[config.mk]
export PLATFORM = sky130hd
export DESIGN_NAME = sqrt_csel_add
export DESIGN_NICKNAME = d
export VERILOG_FILES = /design/src/rtl/sqrt_csel_add.sv
export SDC_FILE = /design/constraint.sdc
export NUM_CORES = 1
export LEC_CHECK = 0
export ABC_CLOCK_PERIOD_IN_PS = 13860
export CAP_MARGIN = 20
export CORE_AREA = 2 2 149 151
export DETAILED_ROUTE_END_ITERATION = 12
export DIE_AREA = 0 0 151 153
export DONT_BUFFER_PORTS = 1
export PLACE_DENSITY = 0.47
export SYNTH_ARGS = -nofsm -noshare
export SYNTH_HDL_FRONTEND = slang
export SYNTH_SLANG_ARGS = --single-unit
[constraint.sdc]
create_clock -name vclk -period 13.86
set_input_delay 0 -clock vclk [all_inputs]
set_output_delay 0 -clock vclk [all_outputs]
set_load 0.02 [all_outputs]
[src/rtl/sqrt_csel_add.sv]
module sqrt_csel_add #(
  parameter int WIDTH = 128,
  parameter int NGRP = 14,
  parameter int GSZ [NGRP] = '{2, 3, 4, 5, 6, 7, 8, 9, 10, 11, 12, 13, 14, 24},
  parameter bit USE_INC = 1'b1
) (
  input  logic [WIDTH-1:0] a,
  input  logic [WIDTH-1:0] b,
  input  logic             ci,
  output logic [WIDTH-1:0] sum,
  output logic             co
);

  function automatic int base_of(int g);
    int s;
    s = 0;
    for (int k = 0; k < g; k++) s += GSZ[k];
    return s;
  endfunction

  logic [NGRP:0] cy;

  assign cy[0] = ci;
  assign co    = cy[NGRP];

  initial begin
    p_sizes_r6: assert (base_of(NGRP) == WIDTH)
      else $error("group sizes do not add up to WIDTH");
  end

  for (genvar g = 0; g < NGRP; g++) begin : g_grp
    localparam int N  = GSZ[g];
    localparam int LO = base_of(g);

    logic [N-1:0] ga, gb;
    logic [N:0]   r0, res;

    assign ga = a[LO +: N];
    assign gb = b[LO +: N];

    if (g == 0) begin : g_base
      always_comb begin
        logic c;
        c = cy[0];
        for (int i = 0; i < N; i++) begin
          r0[i] = ga[i] ^ gb[i] ^ c;
          c     = (ga[i] & gb[i]) | (c & (ga[i] ^ gb[i]));
        end
        r0[N] = c;
      end
      assign res = r0;
    end else begin : g_sel
      logic [N:0] r1;

      always_comb begin
        logic c;
        c = 1'b0;
        for (int i = 0; i < N; i++) begin
          r0[i] = ga[i] ^ gb[i] ^ c;
          c     = (ga[i] & gb[i]) | (c & (ga[i] ^ gb[i]));
        end
        r0[N] = c;
      end

      if (USE_INC) begin : g_inc
        always_comb begin
          logic run;
          run = 1'b1;
          for (int i = 0; i <= N; i++) begin
            r1[i] = r0[i] ^ run;
            run   = run & r0[i];
          end
        end
      end else begin : g_rca1
        always_comb begin
          logic c;
          c = 1'b1;
          for (int i = 0; i < N; i++) begin
            r1[i] = ga[i] ^ gb[i] ^ c;
            c     = (ga[i] & gb[i]) | (c & (ga[i] ^ gb[i]));
          end
          r1[N] = c;
        end
      end

      assign res = cy[g] ? r1 : r0;

      always_comb begin
        p_plus_one_r3: assert (r1 == r0 + 1'b1)
          else $error("group %0d carry-one candidate is not carry-zero plus one", g);
        p_group_r4: assert ({cy[g+1], sum[LO +: N]} == ga + gb + cy[g])
          else $error("group %0d result does not match its carry-in", g);
      end
    end

    assign sum[LO +: N] = res[N-1:0];
    assign cy[g+1]      = res[N];
  end

  always_comb begin
    p_total_r1: assert ({co, sum} == {1'b0, a} + {1'b0, b} + ci)
      else $error("full-width sum mismatch");
  end

endmodule

==> summary by stage <==
Critical path
The master of the slowest instance on the critical path is sky130_fd_sc_hd__xnor2_1. Grouping stages by cell kind, the critical path spends the most delay in adder cells. The type of the worst setup path is in -> out. The worst stage delay on the critical path is 0.52 ns. The number of buffers and inverters on the critical path is 4. The most numerous cell type found on the critical path is sky130_fd_sc_hd__fa_1. Data on the critical path is required at its endpoint by 13.86 ns.

For the worst setup path, the data arrival time is 9.97 ns. The startpoint type of the worst setup path is an input pin. In this run the number of cells on the critical path is 32. The worst setup path is captured at an output pin. Of all nets on the critical path, the largest fanout is 2.

Drt
The detailed-route via count is 5118. The top metal layer carrying routed signals is met4. The wire length per cell is 14.73 um.

The routed wire length on met3 is 1.496 mm. The final routed DRC violation total is 0. The detailed router finished its first iteration with 107 violations.

Summed over all nets, wire length on met2 after detailed routing comes to 8.460 mm. The number of detailed-route iterations in the first pass is 4. The detailed router put a total of 6.455 mm of wire on met1. Wires add up to 16.63 mm. After detailed routing, the number of vias per cell comes to 4.533. The remaining antenna violation count is 0.

Global route
The wire length of the first global-routing pass is 25.19 mm. The via count of the first global-routing pass is 5040. For this run, the total global-route usage over all layers was measured as 0.1356. The initial antenna violation count is 0.

After global routing the overflow that remains totals 0. The largest net degree at the start of global routing is 27.

Power and ir drop
The ratio of total power to cell area is 62.68 mW/mm^2. The maximum VDD drop is 24.89 uV. The total leakage power is 0.004342 uW.

Worst hold path
The number of stages on the worst hold path is 1. The class of the worst hold path is in -> out.

Synthesis
Ranked by total cell area, the synthesized netlist is headed by sky130_fd_sc_hd__fa_1, sky130_fd_sc_hd__ha_1, sky130_fd_sc_hd__inv_1, sky130_fd_sc_hd__mux2_2, sky130_fd_sc_hd__nand2_1. The leading area contributor after synthesis is sky130_fd_sc_hd__fa_1. The number of different library cells used by synthesis comes to 50. The number of nets handed over by synthesis was 1357. In this run the mean area of a mapped cell was 8.393 um^2.

In this run the cell area of the synthesized design comes to 0.007209 mm^2. The count of yosys warnings during synthesis is 0. Among all cell types in the netlist, the one instantiated most often is sky130_fd_sc_hd__inv_1.

The number of instances in the synthesized netlist is 859. Of the post-synthesis cell area, the dominant cell type holds 0.3193. The share of the Yosys chip area taken by registers is 0. Ranked by instance count, the synthesized netlist is headed by sky130_fd_sc_hd__inv_1, sky130_fd_sc_hd__ha_1, sky130_fd_sc_hd__fa_1, sky130_fd_sc_hd__mux2_2, sky130_fd_sc_hd__nand2_1.

Floorplanning
The count of boundary I/O pins is 386. The floorplan step defined a die boundary enclosing 0.02310 mm^2. The die is 153 um tall. The number of rows in the core area is 54. The core region area is 0.02149 mm^2.

For this configuration, the core starts out at a cell density of 0.3355. The chip width is 151 um.

Timing
The final period demand of the worst path is 9.974 ns. Setup repair after global routing left no endpoint under its margin. The tightest hold path in the finished design has a slack of 0.2587 ns. The highest achievable clock rate is 100.3 MHz. The number of failing hold endpoints at the final stage came to 0. In this run the tightest slew margin relative to its limit is 0.2502.

The max-slew violation count is 0. The pin slew with the least headroom to its limit is 1.121 ns. Setup violations remaining at the end of the flow were counted as 0. Dividing the final minimum period by the clock period gives 0.7196. The post-route setup TNS is 0 ns.

Clock network
Gates resized during post-CTS repair numbered 0. The number of hold buffers added after CTS was 0. Buffers added to address setup during post-CTS repair amount to 0.

Final layout
Relative to the synthesized area, the layout overhead comes to 4.217%. The number of sequential cells in the layout is 0. The share of post-route cells with drive strength above 1 is 0.08598. The area taken by flip-flops and latches is 0 um^2. Once layout is complete, the utilization of the core stands at 0.3497. The finished layout holds 1129 standard cells, fillers aside. The layout has 0 clock buffers.

The final layout contains 1349 nets. Fill cells in the final layout number 2285. The number of inserted diodes is 0.

After routing the design area is 0.007513 mm^2. The multi-input combinational cells in the finished layout cover a total of 0.005864 mm^2.

Placement
Once placement completed, the tool counted placed cells totaling 1127. The post-placement cell area is 0.007498 mm^2. The wire-length estimate of the detail-placed layout is 15.91 mm. Buffers placed on the I/O ports in this run total 0. The last weighted congestion value of the routability-driven placer is 0.7691.

Status
The flow ran to the end, and the final reports show no timing, DRC or antenna violations.

Run
The count of maximum capacitance violations is 0.
where the power goes:
group / total [uW] / internal (uW) / switching [uW]
logic: 471 / 154 / 317
registers: 0 / 0 / 0
clock network: 0 / 0 / 0
path summary, 6_finish.rpt:
kind | from | to | slack [ns]
max | a[104] | co | 3.89
min | b[1] | sum[1] | 0.26
per-layer routing:
layer  track usage  vias up
met2        0.2539      210
met1        0.1602     2335
met5             0        -
met4       0.01335        0
li1              -     2561
met3       0.03373       12
through the flow:
step                      setup slack [ns]  power (uW)
after floorplan                      4.298       400.1
after detailed placement             3.878       481.6
after global routing                 3.553       535.0
after global placement               3.936       475.5
after CTS                            3.877       482.1
final                                3.886       470.9
placed cells by master, fill, tap and decap left out, types with 4 or more instances in the layout:
cell	count
sky130_fd_sc_hd__nor2_1	29
sky130_fd_sc_hd__xnor2_1	16
sky130_fd_sc_hd__nand3_1	4
sky130_fd_sc_hd__nand2_1	41
sky130_fd_sc_hd__mux2_2	58
sky130_fd_sc_hd__inv_1	336
sky130_fd_sc_hd__fa_1	115
sky130_fd_sc_hd__ha_1	126
sky130_fd_sc_hd__mux2_1	6
sky130_fd_sc_hd__xor2_1	6
sky130_fd_sc_hd__nand4_1	6
sky130_fd_sc_hd__o211ai_1	4
sky130_fd_sc_hd__a21oi_1	22
sky130_fd_sc_hd__and3b_1	5
sky130_fd_sc_hd__o21ai_0	27
sky130_fd_sc_hd__buf_4	5
cell type report:
class                      count  area share
multi-input combinational    508      0.7805
tap                          280     0.04663
inverter                     336      0.1679
timing repair buffer           5    0.004996
cells by family after synthesis:
group           Yosys count  synth area share
fa+ha+maj               241            0.5380
buf+inv                 351            0.1866
simple gates            105           0.07376
compound gates           73           0.06751
xor+xnor                 24           0.03280
mux                      65            0.1014
Power figures use the tool's default switching activity.
